==> src/rtl/nfc_pkg.sv <==
package nfc_pkg;
  localparam int TW = 6;

  localparam int B_START = 31;
  localparam int B_HOLD  = 30;
  localparam int B_ERR   = 27;
  localparam int B_RDY   = 26;
  localparam int B_SPEC  = 24;
  localparam int B_WR    = 21;
  localparam int B_RD    = 20;
  localparam int B_CMD1  = 19;
  localparam int B_ROW   = 18;
  localparam int B_COL   = 17;
  localparam int B_CMD0  = 16;

  typedef enum logic [3:0] {
    PH_IDLE, PH_CMD0, PH_COL, PH_ROW, PH_CMD1, PH_WAIT, PH_POLL, PH_DATA, PH_END
  } phase_t;

  typedef enum logic [1:0] {BK_CMD, BK_ADDR, BK_WR, BK_RD} kind_t;

  typedef enum logic [2:0] {ST_IDLE, ST_SETUP, ST_LOW, ST_HOLD, ST_GAP} strobe_t;

  function automatic logic [TW-1:0] eff_cycles(input logic [TW-1:0] f);
    return (f == '0) ? TW'(1) : f;
  endfunction

  function automatic logic phase_on(input phase_t p, input logic [31:0] c);
    case (p)
      PH_CMD0: return c[B_CMD0];
      PH_COL:  return c[B_COL] | c[B_SPEC];
      PH_ROW:  return c[B_ROW] & ~c[B_SPEC];
      PH_CMD1, PH_WAIT, PH_POLL: return c[B_CMD1];
      PH_DATA: return c[B_WR] | c[B_RD];
      PH_END:  return 1'b1;
      default: return 1'b0;
    endcase
  endfunction

  function automatic phase_t phase_after(input phase_t p, input logic [31:0] c);
    phase_t r;
    r = PH_END;
    for (int i = int'(PH_END); i > int'(p); i--) begin
      if (phase_on(phase_t'(i), c)) r = phase_t'(i);
    end
    return r;
  endfunction

  function automatic logic [1:0] phase_last(input phase_t p, input logic [31:0] c,
                                            input logic [7:0] cfg);
    case (p)
      PH_COL:  return c[B_SPEC] ? 2'd0 : cfg[5:4];
      PH_ROW:  return cfg[7:6];
      PH_DATA: return c[29:28];
      default: return 2'd0;
    endcase
  endfunction

  function automatic logic [7:0] byte_of(input logic [31:0] w, input logic [1:0] i);
    return w[8*i +: 8];
  endfunction
endpackage

==> src/rtl/nfc_strobe.sv <==
module nfc_strobe
  import nfc_pkg::*;
(
  input  logic          clk,
  input  logic          rst_n,
  input  logic          go,
  input  kind_t         kind,
  input  logic [7:0]    byte_in,
  input  logic [TW-1:0] t_setup,
  input  logic [TW-1:0] t_low,
  input  logic [TW-1:0] t_hold,
  input  logic [TW-1:0] t_gap,
  input  logic [7:0]    dq_i,
  output logic          idle,
  output logic          done,
  output logic          rd_valid,
  output logic [7:0]    rd_byte,
  output logic          cle,
  output logic          ale,
  output logic          we_n,
  output logic          re_n,
  output logic [7:0]    dq_o,
  output logic          dq_oe
);
  strobe_t       st;
  logic [TW-1:0] cnt;
  kind_t         kind_q;
  logic [7:0]    byte_q;
  logic          active;
  logic          cnt_zero;

  assign cnt_zero = (cnt == '0);
  assign active   = (st == ST_SETUP) || (st == ST_LOW) || (st == ST_HOLD);
  assign idle     = (st == ST_IDLE);

  always_ff @(posedge clk or negedge rst_n) begin
    if (!rst_n) begin
      st       <= ST_IDLE;
      cnt      <= '0;
      kind_q   <= BK_CMD;
      byte_q   <= '0;
      done     <= 1'b0;
      rd_valid <= 1'b0;
      rd_byte  <= '0;
    end else begin
      done     <= 1'b0;
      rd_valid <= 1'b0;
      case (st)
        ST_IDLE: if (go) begin
          kind_q <= kind;
          byte_q <= byte_in;
          st     <= ST_SETUP;
          cnt    <= eff_cycles(t_setup) - TW'(1);
        end
        ST_SETUP: if (cnt_zero) begin
          st  <= ST_LOW;
          cnt <= eff_cycles(t_low) - TW'(1);
        end else cnt <= cnt - TW'(1);
        ST_LOW: if (cnt_zero) begin
          st  <= ST_HOLD;
          cnt <= eff_cycles(t_hold) - TW'(1);
          if (kind_q == BK_RD) begin
            rd_byte  <= dq_i;
            rd_valid <= 1'b1;
          end
        end else cnt <= cnt - TW'(1);
        ST_HOLD: if (cnt_zero) begin
          st  <= ST_GAP;
          cnt <= eff_cycles(t_gap) - TW'(1);
        end else cnt <= cnt - TW'(1);
        ST_GAP: if (cnt_zero) begin
          st   <= ST_IDLE;
          done <= 1'b1;
        end else cnt <= cnt - TW'(1);
        default: st <= ST_IDLE;
      endcase
    end
  end

  assign cle   = active && (kind_q == BK_CMD);
  assign ale   = active && (kind_q == BK_ADDR);
  assign dq_oe = active && (kind_q != BK_RD);
  assign dq_o  = byte_q;
  assign we_n  = !((st == ST_LOW) && (kind_q != BK_RD));
  assign re_n  = !((st == ST_LOW) && (kind_q == BK_RD));

  a_r11_drive_before_we: assert property (@(posedge clk) disable iff (!rst_n)
    $fell(we_n) |-> $past(dq_oe));
  a_r6_sample_in_low: assert property (@(posedge clk) disable iff (!rst_n)
    rd_valid |-> $past(!re_n));
  a_r8_done_from_gap: assert property (@(posedge clk) disable iff (!rst_n)
    done |-> $past(st == ST_GAP));
endmodule

==> src/rtl/nfc_seq.sv <==
module nfc_seq
  import nfc_pkg::*;
#(
  parameter int TIMEOUT = 4096
) (
  input  logic          clk,
  input  logic          rst_n,
  input  logic          start,
  input  logic [31:0]   ctl,
  input  logic [31:0]   col,
  input  logic [31:0]   row,
  input  logic [31:0]   data,
  input  logic [7:0]    cfg,
  input  logic [TW-1:0] t_busy,
  input  logic          rdy,
  input  logic          str_idle,
  input  logic          str_done,
  input  logic          rd_valid,
  output logic          go,
  output kind_t         kind,
  output logic [7:0]    byte_out,
  output logic          rd_we,
  output logic [1:0]    rd_idx,
  output logic          done,
  output logic          err_set
);
  localparam int TCW = $clog2(TIMEOUT + 1);

  phase_t         ph_q;
  logic [1:0]     bidx;
  logic           issued;
  logic [TW-1:0]  wcnt;
  logic [TCW-1:0] tcnt;
  logic           byte_ph;
  logic [1:0]     last;

  assign byte_ph = (ph_q == PH_CMD0) || (ph_q == PH_COL) || (ph_q == PH_ROW) ||
                   (ph_q == PH_CMD1) || (ph_q == PH_DATA);
  assign last = phase_last(ph_q, ctl, cfg);
  assign go   = byte_ph && !issued && str_idle;

  always_comb begin
    kind     = BK_CMD;
    byte_out = '0;
    case (ph_q)
      PH_CMD0: byte_out = ctl[7:0];
      PH_CMD1: byte_out = ctl[15:8];
      PH_COL:  begin kind = BK_ADDR; byte_out = byte_of(col, bidx); end
      PH_ROW:  begin kind = BK_ADDR; byte_out = byte_of(row, bidx); end
      PH_DATA: begin
        kind     = ctl[B_WR] ? BK_WR : BK_RD;
        byte_out = byte_of(data, bidx);
      end
      default: ;
    endcase
  end

  assign rd_we  = rd_valid && (ph_q == PH_DATA);
  assign rd_idx = bidx;

  always_ff @(posedge clk or negedge rst_n) begin
    if (!rst_n) begin
      ph_q    <= PH_IDLE;
      bidx    <= '0;
      issued  <= 1'b0;
      wcnt    <= '0;
      tcnt    <= '0;
      done    <= 1'b0;
      err_set <= 1'b0;
    end else begin
      done    <= 1'b0;
      err_set <= 1'b0;
      if (ph_q == PH_IDLE) begin
        if (start) begin
          ph_q   <= phase_after(PH_IDLE, ctl);
          bidx   <= '0;
          issued <= 1'b0;
        end
      end else if (byte_ph) begin
        if (go) issued <= 1'b1;
        if (str_done) begin
          issued <= 1'b0;
          wcnt   <= eff_cycles(t_busy) - TW'(1);
          if (bidx == last) begin
            ph_q <= phase_after(ph_q, ctl);
            bidx <= '0;
          end else bidx <= bidx + 2'd1;
        end
      end else begin
        case (ph_q)
          PH_WAIT: if (wcnt == '0) begin
            ph_q <= PH_POLL;
            tcnt <= '0;
          end else wcnt <= wcnt - TW'(1);
          PH_POLL: if (rdy) ph_q <= phase_after(PH_POLL, ctl);
          else if (tcnt == TCW'(TIMEOUT - 1)) begin
            err_set <= 1'b1;
            ph_q    <= PH_END;
          end else tcnt <= tcnt + TCW'(1);
          PH_END: begin
            done <= 1'b1;
            ph_q <= PH_IDLE;
          end
          default: ph_q <= PH_IDLE;
        endcase
      end
    end
  end

  a_r2_phase_forward: assert property (@(posedge clk) disable iff (!rst_n)
    (ph_q != PH_IDLE && $past(ph_q) != PH_IDLE) |-> (ph_q >= $past(ph_q)));
  a_r10_err_from_poll: assert property (@(posedge clk) disable iff (!rst_n)
    err_set |-> ($past(ph_q) == PH_POLL && ph_q == PH_END));
  a_r9_data_after_ready: assert property (@(posedge clk) disable iff (!rst_n)
    ($past(ph_q) == PH_POLL && ph_q == PH_DATA) |-> $past(rdy));
endmodule

==> src/rtl/nand_cmd_engine.sv <==
module nand_cmd_engine
  import nfc_pkg::*;
#(
  parameter int TIMEOUT = 4096
) (
  input  logic        clk,
  input  logic        rst_n,
  input  logic        host_we,
  input  logic [2:0]  host_addr,
  input  logic [31:0] host_wdata,
  output logic [31:0] host_rdata,
  output logic        nand_ce_n,
  output logic        nand_cle,
  output logic        nand_ale,
  output logic        nand_we_n,
  output logic        nand_re_n,
  output logic [7:0]  nand_dq_o,
  output logic        nand_dq_oe,
  input  logic [7:0]  nand_dq_i,
  input  logic        nand_rb_n
);
  logic [31:0] ctl_q, col_q, row_q, data_q, tim_q;
  logic [7:0]  cfg_q;
  logic        err_q, ce_low, start_q;
  logic [1:0]  rb_sync;
  logic        busy, start_now;
  logic        go, str_idle, str_done, rd_valid, rd_we, seq_done, err_set;
  kind_t       kind;
  logic [7:0]  byte_out, rd_byte;
  logic [1:0]  rd_idx;

  assign busy      = ctl_q[B_START];
  assign start_now = host_we && !busy && (host_addr == 3'd0) && host_wdata[B_START];

  always_ff @(posedge clk or negedge rst_n) begin
    if (!rst_n) begin
      ctl_q <= '0; col_q <= '0; row_q <= '0; data_q <= '0; tim_q <= '0;
      cfg_q <= '0; err_q <= 1'b0; ce_low <= 1'b0; start_q <= 1'b0;
      rb_sync <= '0;
    end else begin
      rb_sync <= {rb_sync[0], nand_rb_n};
      start_q <= start_now;
      if (host_we && !busy) begin
        case (host_addr)
          3'd0: ctl_q  <= host_wdata;
          3'd1: col_q  <= host_wdata;
          3'd2: row_q  <= host_wdata;
          3'd3: data_q <= host_wdata;
          3'd4: cfg_q  <= host_wdata[7:0];
          3'd5: tim_q  <= host_wdata;
          default: ;
        endcase
      end
      if (start_now) begin
        err_q  <= 1'b0;
        ce_low <= 1'b1;
        if (host_wdata[B_RD] && !host_wdata[B_WR]) data_q <= '0;
      end
      if (rd_we) data_q[8*rd_idx +: 8] <= rd_byte;
      if (err_set) err_q <= 1'b1;
      if (seq_done) begin
        ctl_q[B_START] <= 1'b0;
        ce_low         <= ctl_q[B_HOLD];
      end
    end
  end

  always_comb begin
    case (host_addr)
      3'd0: host_rdata = {ctl_q[31:28], err_q, rb_sync[1], ctl_q[25:0]};
      3'd1: host_rdata = col_q;
      3'd2: host_rdata = row_q;
      3'd3: host_rdata = data_q;
      3'd4: host_rdata = {24'd0, cfg_q};
      3'd5: host_rdata = tim_q;
      default: host_rdata = '0;
    endcase
  end

  assign nand_ce_n = !ce_low;

  nfc_seq #(.TIMEOUT(TIMEOUT)) seq_i (
    .clk(clk), .rst_n(rst_n), .start(start_q), .ctl(ctl_q), .col(col_q),
    .row(row_q), .data(data_q), .cfg(cfg_q), .t_busy(tim_q[29:24]),
    .rdy(rb_sync[1]), .str_idle(str_idle), .str_done(str_done),
    .rd_valid(rd_valid), .go(go), .kind(kind), .byte_out(byte_out),
    .rd_we(rd_we), .rd_idx(rd_idx), .done(seq_done), .err_set(err_set)
  );

  nfc_strobe strobe_i (
    .clk(clk), .rst_n(rst_n), .go(go), .kind(kind), .byte_in(byte_out),
    .t_setup(tim_q[17:12]), .t_low(tim_q[5:0]), .t_hold(tim_q[23:18]),
    .t_gap(tim_q[11:6]), .dq_i(nand_dq_i), .idle(str_idle), .done(str_done),
    .rd_valid(rd_valid), .rd_byte(rd_byte), .cle(nand_cle), .ale(nand_ale),
    .we_n(nand_we_n), .re_n(nand_re_n), .dq_o(nand_dq_o), .dq_oe(nand_dq_oe)
  );

  a_r1_done_clears_start: assert property (@(posedge clk) disable iff (!rst_n)
    seq_done |=> !ctl_q[B_START]);
  a_r1_busy_ignores_writes: assert property (@(posedge clk) disable iff (!rst_n)
    (busy && host_we && !rd_we) |=> ($stable(col_q) && $stable(data_q) && $stable(tim_q)));
  a_r7_ce_low_while_busy: assert property (@(posedge clk) disable iff (!rst_n)
    (busy && !start_now) |-> !nand_ce_n);
  a_r7_ce_after_done: assert property (@(posedge clk) disable iff (!rst_n)
    seq_done |=> (nand_ce_n == !$past(ctl_q[B_HOLD])));
  a_r11_strobe_inside_ce: assert property (@(posedge clk) disable iff (!rst_n)
    (!nand_we_n || !nand_re_n) |-> (busy && !nand_ce_n));
endmodule

==> config.mk <==
export PLATFORM = sky130hd
export DESIGN_NAME = nand_cmd_engine
export DESIGN_NICKNAME = d
export VERILOG_FILES = /design/src/rtl/nfc_pkg.sv /design/src/rtl/nfc_strobe.sv /design/src/rtl/nfc_seq.sv /design/src/rtl/nand_cmd_engine.sv
export SDC_FILE = /design/constraint.sdc
export NUM_CORES = 1
export LEC_CHECK = 0
export BUFFER_PORTS_ARGS = -buffer_cell sky130_fd_sc_hd__buf_2
export CAP_MARGIN = 20
export CORE_MARGIN = 4
export CORE_UTILIZATION = 50
export DETAILED_ROUTE_END_ITERATION = 7
export PLACE_DENSITY_LB_ADDON = 0.15
export SLEW_MARGIN = 20
export SYNTH_ARGS = -nofsm -noshare
export SYNTH_HDL_FRONTEND = slang
export SYNTH_SLANG_ARGS = --single-unit
==> constraint.sdc <==
create_clock -name clk -period 2.75 [get_ports clk]
set_input_delay 0.55 -clock clk [delete_from_list [all_inputs] [get_ports clk]]
set_output_delay 0.55 -clock clk [all_outputs]
set_load 0.005 [all_outputs]
# Word level (Yosys, flattened, before mapping)
# Index checks and enable logic that the tools add are counted.
classes:
  magnitude_cmp: 8
  add_sub_neg: 10
  shift: 5
  reduce_logical: 61
  bitwise: 6
  n_mux: 189
  n_eq_ne: 38
op_table:
  columns: ["operator", "count"]
  rows:
  - ["32-bit two-way mux", 7]
  - ["32-bit one-hot mux with 6 select lines", 1]
  - ["4-bit two-way mux", 44]
  - ["1-bit two-way mux", 101]
  - ["32-bit by 6-bit variable part select with 8-bit output", 3]
  - ["6-bit two-way mux", 14]
  - ["6-bit logical NOT", 7]
  - ["6-bit by 1-bit subtractor with 6-bit output (second input constant)", 7]
  - ["8-bit one-hot mux with 5 select lines", 1]
  - ["13-bit two-way mux", 3]
  - ["5-bit negator with 34-bit output", 1]
  - ["8-bit by 34-bit variable shift with 32-bit output (first input constant)", 1]
  - ["8-bit by 34-bit variable part select with 32-bit output", 1]
  - ["32-bit bitwise mux", 1]
  - ["6-bit one-hot mux with 5 select lines", 1]
  - ["13-bit one-hot mux with 2 select lines", 1]
  - ["4-bit by 3-bit == test with 1-bit output (second input constant)", 4]
  - ["3-bit by 4-bit > comparator with 1-bit output (first input constant)", 4]
  - ["2-bit nonzero test", 8]
  - ["3-bit two-way mux", 5]
  - ["3-bit one-hot mux with 5 select lines", 1]
  - ["2-bit by 1-bit != test with 1-bit output (second input constant)", 7]
  - ["2-bit AND reduction", 7]
  - ["13-bit by 1-bit adder with 13-bit output (second input constant)", 1]
  - ["other kinds (39)", 86]
word_totals:
  input_bits: 47
  word_cells: 342
  output_inout_bits: 46
  regBits: 230

# Logic depth before layout (Yosys ltp)
# Gate-level depths: netlist of run 1.
logic_depth:
  ltp_word: 41
  depth_mapped: 10

# Hierarchy
# Synthesis of run 1 repeated with hierarchy kept, for this count alone.
hier_totals:
  cells_unflattened: 1247
  area_unflattened_um2: 13466.7
by_module_without_submodules:
  columns: ["mod", "cells_each", "instances", "seq_area_each_um2", "area_per_inst_um2"]
  rows:
  - ["nand_cmd_engine", 621, 1, 4329.2, 8167.8]
  - ["nfc_seq", 400, 1, 700.7, 3193.1]
  - ["nfc_strobe", 226, 1, 725.7, 2105.8]

# Worst setup path before layout of run 1
# Ideal clock, no wire load.
synth_path:
  path_kind: "in2out"
  startpoint: "input host_addr[0]"
  endpoint: "output host_rdata[4]"
  t_arrival_ns: 1.911
  path_slack_ns: 0.289
  cell_stages: 6
  path_cell_list: "buf_2 > buf_2 > clkbuf_1 > nor2b_1 > a22oi_1 > o22ai_1"
synth_between:
  elab_chain_len: 2
  word_cells_on_any_way: 7
  cone_classes: "eq/ne: 5; mux: 1; reduce/logical: 1"
synth_rtl:
  columns: ["element", "line_no", "source"]
  rows:
  - ["from (decl)", "nand_cmd_engine.sv:9", "input logic [2:0] host_addr,"]
  - ["3-bit == test, or another cell as far along", "nand_cmd_engine.sv:69", "case (host_addr)"]
  - ["32-bit one-hot mux with 6 select lines (*)", "nand_cmd_engine.sv:69", null]
  - ["to (decl)", "nand_cmd_engine.sv:11", "output logic [31:0] host_rdata,"]
# Every way passes the cells marked *; elsewhere a longest branch is shown, timed or not.

# Worst setup path after layout of run 1
layout_path:
  startpoint: "register seq_i.ph_q[2]"
  endpoint: "register strobe_i.byte_q[0], in the netlist strobe_i.dq_o[0]"
layout_between:
  elab_chain_len: 8
  word_cells_on_any_way: 13
  cone_classes: "eq/ne: 5; mux: 1; reduce/logical: 7"
layout_rtl:
  columns: ["element", "line_no", "source"]
  rows:
  - ["from (decl)", "nfc_seq.sv:29", "phase_t ph_q;"]
  - ["from (signal assigned)", "nfc_seq.sv:75", "ph_q <= phase_after(PH_IDLE, ctl);"]
  - ["from (signal assigned)", "nfc_seq.sv:85", "ph_q <= phase_after(ph_q, ctl);"]
  - ["from (signal assigned)", "nfc_seq.sv:95", "PH_POLL: if (rdy) ph_q <= phase_after(PH_POLL, ctl);"]
  - ["4-bit by 1-bit == test with 1-bit output or 4-bit by 2-bit == test with 1-bit output (tied branches)", "nfc_seq.sv:37, nfc_seq.sv:45", null]
  - ["1-bit logical OR (3 in a row)", "nfc_seq.sv:37", "assign byte_ph = (ph_q == PH_CMD0) || (ph_q == PH_COL) || (ph_q == PH_ROW) ||"]
  - ["1-bit logical OR", "nfc_seq.sv:38", "(ph_q == PH_CMD1) || (ph_q == PH_DATA);"]
  - ["1-bit logical AND (2 in a row)", "nfc_seq.sv:40", "assign go = byte_ph && !issued && str_idle;"]
  - ["2-bit AND reduction (no source line)", null, null]
  - ["to (signal assigned)", "nfc_strobe.sv:51", "byte_q <= byte_in;"]
  - ["to (decl)", "nfc_strobe.sv:28", "logic [7:0] byte_q;"]
# Several ways; a longest one is shown, not always the timed one.
# A chain may end at the register's enable or synchronous reset.

==> summary.txt, run 1 <==
Yosys
  • Synth cell types: 78
  • Syn. warnings: 0
  • Top cells by area, synth: dfrtp_1 (44%), mux2_2 (14%), mux2i_1 (5.7%)
  • Gate Count Post-Synth: approximately 1.2k
  • Syn Nets: 1294
  • Mean post-synth cell area: about 10 µm²
  • Most instantiated cells after synthesis: dfrtp_1 (228), mux2_2 (159), nand2_1 (124)
  • Mapped Area: 12900 µm²
  • Main flop type after synthesis: dfrtp_1
  • Register area share after synthesis: 0.442
  • Async set-reset flop share out of synthesis: 1.00
  • Share of the synthesized area in the top cell type: 0.442
  • Number of flops mapped to enable cells by yosys: 0
  • #FFs+latches synth: 228
  • Yosys top cell by area: dfrtp_1
  • Most common cell in the synthesized netlist: dfrtp_1

STA
  • Slew Limit Fails: 0
  • Clock skew: between 0.015 and 0.02 ns
  • Slew Limit Headroom: 0.296
  • Final Hold Fails: 0
  • Tcrit/Tclk final: 0.926
  • FMAX: roughly 0.39 GHz
  • Fin Setup TNS: 0 ns
  • Final min period: 2.55 ns
  • RSZ-0062 raised after global routing: false
  • Worst Max-Slew Pin Slew: about 1.1 ns
  • Final setup fails: 0

CTS
  • Worst-Skew Late Latency: around 0.55 ns
  • Htree depth: 1
  • Worst-path clk slew: 0.06 ns
  • Clock sinks: 228
  • CTS tree: yes
  • CTS buffer count: 26
  • Root buf cell: clkbuf_16
  • CTS max path bufs: 3

Worst setup path
  • Reg2reg start: seq_i.ph_q[2]$_DFFE_PN0P_
  • R2r setup slk: 0.20 ns
  • CP startpoint: seq_i.ph_q[2]$_DFFE_PN0P_
  • Crit Path Class: reg -> reg
  • Worst EP required: 3.14 ns
  • Crit path launch type: flip-flop
  • Worst EP arrival: ~2.9 ns
  • Worst setup EP type: flip-flop
  • CP Max Fanout: 32

Placed design
  • Cell Area, Placed: around 14000 µm²
  • Buffers on Ports: between 90 and 100
  • Global placer's final weighted congestion: slightly below 1
  • Inst Count DP: roughly 1.6k
  • HPWL Detailed: just under 30 mm

Power and ir drop
  • Total Power: between 15 and 20 mW
  • Cell area power density: ~1100 nW/µm²
  • Leak: 6.45 nW
  • Worst ir drop on vdd: roughly 600 µV

Route
  • Drt via density: around 6.4
  • ANT nets after route: 0
  • Detailed-route DRC error count: 3
  • Drt total wl: slightly above 40 mm
  • Initial DRC count: around 1.2k
  • Drt wl/cell: about 24 µm
  • Pre-Repair DR Iteration Count: 8
  • Routed via count: 10.8k

Outcome
  • Violated checks: design-rule violations
  • Status: finished with violations

Floorplan
  • Die area: between 20000 and 30000 µm²
  • Initial Utilization: 0.511
  • # IOs: 93
  • Die Y: roughly 170 µm
  • Die W: approximately 170 µm
  • Core Box Area: approximately 25000 µm²
  • Row cnt: between 50 and 60

Final layout
  • Final nets: around 1.4k
  • Filler instances: approximately 2.1k
  • Share of cells above drive strength 1: 0.296
  • End-of-flow core utilization: 0.596
  • Fin area: around 15000 µm²
  • Area Growth Syn to Fin: 16.6%
  • Layout Cells excl Fill: roughly 1.7k

Global routing
  • GRT overflow: 0
  • Initial antenna violation count: 0
  • Vias in the first global route: 10.5k
  • First-pass GRT wire length: roughly 64 mm
  • Total GRT Usage: 0.288
  • Largest net degree at the start of global routing: between 50 and 60

Hold path
  • Hold_sp: nand_rb_n
  • Hold/Removal Path Class: in -> reg

Run
  • Max Cap Violations: 0
## cell usage in the layout (no fill, tap or decap), types with 5 or more instances in the layout
master / count
nor3_1: 13
o211ai_1: 6
o31ai_1: 16
clkbuf_1: 6
a221oi_1: 28
clkinv_2: 7
ha_1: 13
nand3_1: 27
xnor2_1: 12
mux4_2: 16
nor3b_1: 7
and3_1: 7
a222oi_1: 7
buf_12: 11
mux2_2: 159
mux2i_1: 73
and2_1: 6
nand4_1: 5
nand2_1: 124
clkbuf_16: 26
nor2b_1: 9
buf_4: 61
dfrtp_1: 227
nor2_1: 52
o21ai_0: 123
or3_1: 7
xor2_1: 12
a21oi_1: 23
inv_1: 39
a31oi_1: 6
buf_2: 91
a22oi_1: 14
o22ai_1: 20
nand2b_1: 10
a22o_1: 13
## repair_timing
| action | in CTS | in global routing |
|---|---|---|
| buffers inserted | 0 | 0 |
| resized for setup | 0 | 0 |
| hold endpoints to repair | 53 | 0 |
| hold buffers | 1 | 0 |
| setup endpoints to repair | 0 | 0 |
## path summary, 6_finish.rpt
| kind | end | depth (start not counted) |
|---|---|---|
| max | strobe_i.dq_o[0]$_DFFE_PN0P_ | 8 |
| min | rb_sync[0]$_DFF_PN0_ | 1 |
| max reg2reg | strobe_i.dq_o[0]$_DFFE_PN0P_ | 8 |
| min reg2reg | rb_sync[1]$_DFF_PN0_ | 0 |
| max in group asynchronous | strobe_i.rd_byte[4]$_DFFE_PN0P_ | 3 |
| min in group asynchronous | seq_i.tcnt[8]$_DFFE_PN0P_ | 2 |
## state kept, by name (all words and copies together) (netlist names), 2 cells and up
| name | count |
|---|---|
| col_q | 32 |
| data_q | 32 |
| row_q | 32 |
| tim_q | 32 |
| ctl_q | 30 |
| seq_i.tcnt | 13 |
| cfg_q | 8 |
| strobe_i.dq_o | 8 |
| strobe_i.rd_byte | 8 |
| seq_i.wcnt | 6 |
| strobe_i.cnt | 6 |
| seq_i.ph_q | 4 |
| strobe_i.st | 3 |
| rb_sync | 2 |
| seq_i.rd_idx | 2 |
| strobe_i.kind_q | 2 |
## logic make-up after synthesis
family,synth area share
xor gates and xnor gates,0.0163
adders and majority gates,0.0126
AOI/OAI and AO/OA,0.154
buffers and inverters,0.0373
muxes,0.225
DFF,0.442
and+or+nand+nor,0.112
## layout make-up
class | count | area [µm²] | share of cell area
inverter | 41 | 154 | 0.0102
tap | 330 | 413 | 0.0274
timing repair buffer | 165 | 1160 | 0.0770
multi-input combinational | 886 | 6760 | 0.449
sequential | 228 | 5710 | 0.379
clock inverter | 11 | 133 | 0.00881
antenna | 1 | 2.50 | 0.000166
clock buffer | 36 | 728 | 0.0484
## where the power goes
group          internal [mW]  switching (mW)  leakage, nW
clock network           2.05            1.46        0.423
logic                   3.31            3.47         3.23
registers               4.83            1.66         2.79
## worst max-delay path, stage by stage (launching register included)
cell and delay, ns:
dfrtp_2 0.44, buf_12 0.23, buf_4 0.21, nand2b_1 0.10
nand3_1 0.28, nor2_1 0.14, buf_4 0.19, a222oi_1 0.60
o21ai_0 0.18
## metal layers
| layer | track usage | wire (µm) | share of wire |
|---|---|---|---|
| met5 | 0 | 0 | 0 |
| met1 | 0.431 | 18200 | 0.44 |
| met4 | 0.0745 | 1150 | 0.028 |
| met3 | 0.0525 | 3560 | 0.086 |
| met2 | 0.434 | 18500 | 0.45 |
## stage by stage
step / setup slack, ns / hold WS, ns
6_report: 0.204 / 0.113
5_1_grt: 0.00641 / 0.103
4_1_cts: 0.232 / 0.0946
3_5_place_dp: 0.286 / 0.338
3_3_place_gp: 0.322 / 0.334
2_1_floorplan: 0.289 / 0.254
Power figures use the tool's default switching activity.
==> inputs of run 2 (changes only) <==
- CELL_PAD_IN_SITES_DETAIL_PLACEMENT: default -> 0
- CELL_PAD_IN_SITES_GLOBAL_PLACEMENT: default -> 2
- CORE_UTILIZATION: 50 -> 40
- CTS_BUF_LIST: default -> sky130_fd_sc_hd__clkbuf_16
- REMOVE_ABC_BUFFERS: default -> 1
==> summary.txt, run 2 (synthesized netlist as in run 1, its figures left out) <==
STA
  • Hold_ws: 0.115 ns
  • Final setup fails: 0
  • Final Hold Fails: 0
  • Final min period: 2.50 ns
  • RSZ-0062 raised after global routing: false
  • FMAX: approximately 0.4 GHz
  • Clock skew: about 0.0078 ns
  • Tcrit/Tclk final: 0.908
  • Slew Limit Headroom: 0.468
  • Slew Limit Fails: 0
  • Worst Max-Slew Pin Slew: between 0.7 and 0.8 ns

Worst setup path
  • Crit Path Class: reg -> out
  • Slowest cell on the critical path: o21ai_0
  • Crit path launch type: flip-flop
  • Worst EP required: 2.20 ns
  • Worst path top cell family by delay: compound AO/OA/AOI/OAI gates
  • CP Max Fanout: 2
  • Worst setup EP type: output port
  • Worst EP arrival: 1.95 ns
  • Buffers & Inverters on Critical Path: 2
  • CP peak stage delay: ~0.41 ns
  • Cells along the critical path: inv_1 -> o21ai_0 -> a22oi_1 -> o22ai_1 -> buf_2

Route
  • Drt via density: 5.91
  • Drt total wl: approximately 46 mm
  • Routed via count: around 11k
  • Detailed-route DRC error count: 0
  • Pre-Repair DR Iteration Count: 5
  • Drt wl/cell: around 26 µm
  • Initial DRC count: between 900 and 1k
  • ANT nets after route: 0

Power and ir drop
  • Worst ir drop on vdd: around 540 µV
  • Clock share of power: 0.200
  • Combinational Power Share: 0.420
  • Internal Pwr Total: 10.1 mW
  • Net switching power: 6.68 mW
  • Cell area power density: around 1100 nW/µm²
  • Leak: between 6 and 7 nW
  • Sequential share of power: 0.380
  • Sw Share: 0.399

Floorplan
  • Initial Utilization: 0.407
  • Die Y: around 190 µm
  • # IOs: 93
  • Core Box Area: around 32000 µm²
  • Die W: between 150 and 200 µm
  • Row cnt: 65
  • Die area: about 35000 µm²

Final layout
  • Share of cells above drive strength 1: 0.296
  • Most frequent cells in the layout: dfrtp_1 (227), mux2_2 (159), nand2_1 (124)
  • Final nets: 1417
  • Fin area: 15200 µm²
  • Area Growth Syn to Fin: 17.5%
  • Filler instances: 3017
  • End-of-flow core utilization: 0.478
  • Commonest non-fill, non-tap cell in the layout: dfrtp_1
  • Diodes inserted: 0

CTS
  • Worst-path clk slew: about 0.060 ns
  • Worst-Skew Late Latency: around 0.55 ns
  • Post-CTS sizing: 0
  • Post-CTS setup buffers: 0
  • CTS tree: yes
  • CTS buffer count: 28
  • Clock sinks: approximately 230
  • CTS Hold Bufs: 1
  • Htree depth: 1
  • Root buf cell: clkbuf_16
  • CTS max path bufs: 3

Global routing
  • Largest net degree at the start of global routing: between 50 and 60
  • First-pass GRT wire length: 68.8 mm
  • GRT overflow: 0
  • Total GRT Usage: 0.253
  • Initial antenna violation count: 0
  • Vias in the first global route: 10.5k

Placed design
  • Buffers on Ports: just over 90
  • Global placer's final weighted congestion: ~0.87
  • HPWL Detailed: about 33 mm
  • Cell Area, Placed: approximately 14000 µm²

Run
  • Max Cap Violations: 0

Hold path
  • Hold/Removal Path Class: in -> reg

Outcome
  • Status: complete, no violations
[run 2: changes by cell type in the layout (fill, tap and decap cells not counted), sizes merged]
| cell | change |
|---|---|
| buf | +7 |
| clkinvlp | -1 |
| clkinv | +9 |
| inv | +5 |
| diode | -1 |
| clkbuf | -7 |
| bufinv | -2 |
[run 2: metrics by stage]
stage | worst slack (ns) | power [mW] | setup TNS [ns] | cells
floorplan | -1.28 | 10.2 | -81.28 | 1155
global placement | 0.254 | 13.3 | 0 | 1728
detailed placement | 0.261 | 13.3 | 0 | 1728
CTS | 0.248 | 16.8 | 0 | 1780
global route | 0.0684 | 17.8 | 0 | 1780
finish | 0.253 | 16.7 | 0 | 1780
[run 2: worst register-to-register path, stage by stage (launching register included)]
cell	delay [ns]
dfrtp_1	0.44
or4_1	0.54
nor2_1	0.14
nor2_1	0.06
ha_1	0.20
nor3b_1	0.15
xnor2_1	0.17
mux2i_1	0.09
o211ai_1	0.22
a21oi_1	0.10
o221a_2	0.27
[run 2: worst paths after layout]
check	depth (start not counted)	slack, ns	from	end
worst min register to register	0	0.36	rb_sync[0]$_DFF_PN0_	rb_sync[1]$_DFF_PN0_
max in group asynchronous	3	1.40	rst_n	strobe_i.dq_o[1]$_DFFE_PN0P_
min in group asynchronous	2	0.55	rst_n	strobe_i.cnt[4]$_DFFE_PN0P_
worst max register to register	10	0.26	tim_q[3]$_DFFE_PN0P_	strobe_i.cnt[4]$_DFFE_PN0P_
worst max-delay path	5	0.25	cfg_q[4]$_DFFE_PN0P_	host_rdata[4]
worst min-delay path	1	0.12	nand_rb_n	rb_sync[0]$_DFF_PN0_
[run 2: layout make-up]
| class | count | area (µm²) | share of cell area |
|---|---|---|---|
| multi-input combinational | 886 | 6760 | 0.446 |
| sequential | 228 | 5710 | 0.376 |
| timing repair buffer | 172 | 1220 | 0.0807 |
| clock buffer | 29 | 726 | 0.0479 |
| tap | 402 | 503 | 0.0332 |
| inverter | 41 | 154 | 0.0101 |
| clock inverter | 22 | 92.6 | 0.00611 |
[run 2: routing by layer]
metal	track usage	vias to the layer above	part of all wire	wire (µm)
met5	0	-	0	0
met4	0.0627	0	0.027	1220
met3	0.0484	67	0.063	2860
met2	0.390	354	0.45	20400
met1	0.370	5272	0.46	21200
li1	-	4834	-	-
[run 2: power groups by stage]
stage	logic, mW	clock network, mW	registers (mW)
2_1_floorplan	4.27	0	5.94
3_3_place_gp	6.91	0	6.34
3_5_place_dp	6.98	0	6.36
4_1_cts	7.02	3.42	6.32
5_1_grt	7.68	3.57	6.55
6_report	7.03	3.36	6.36
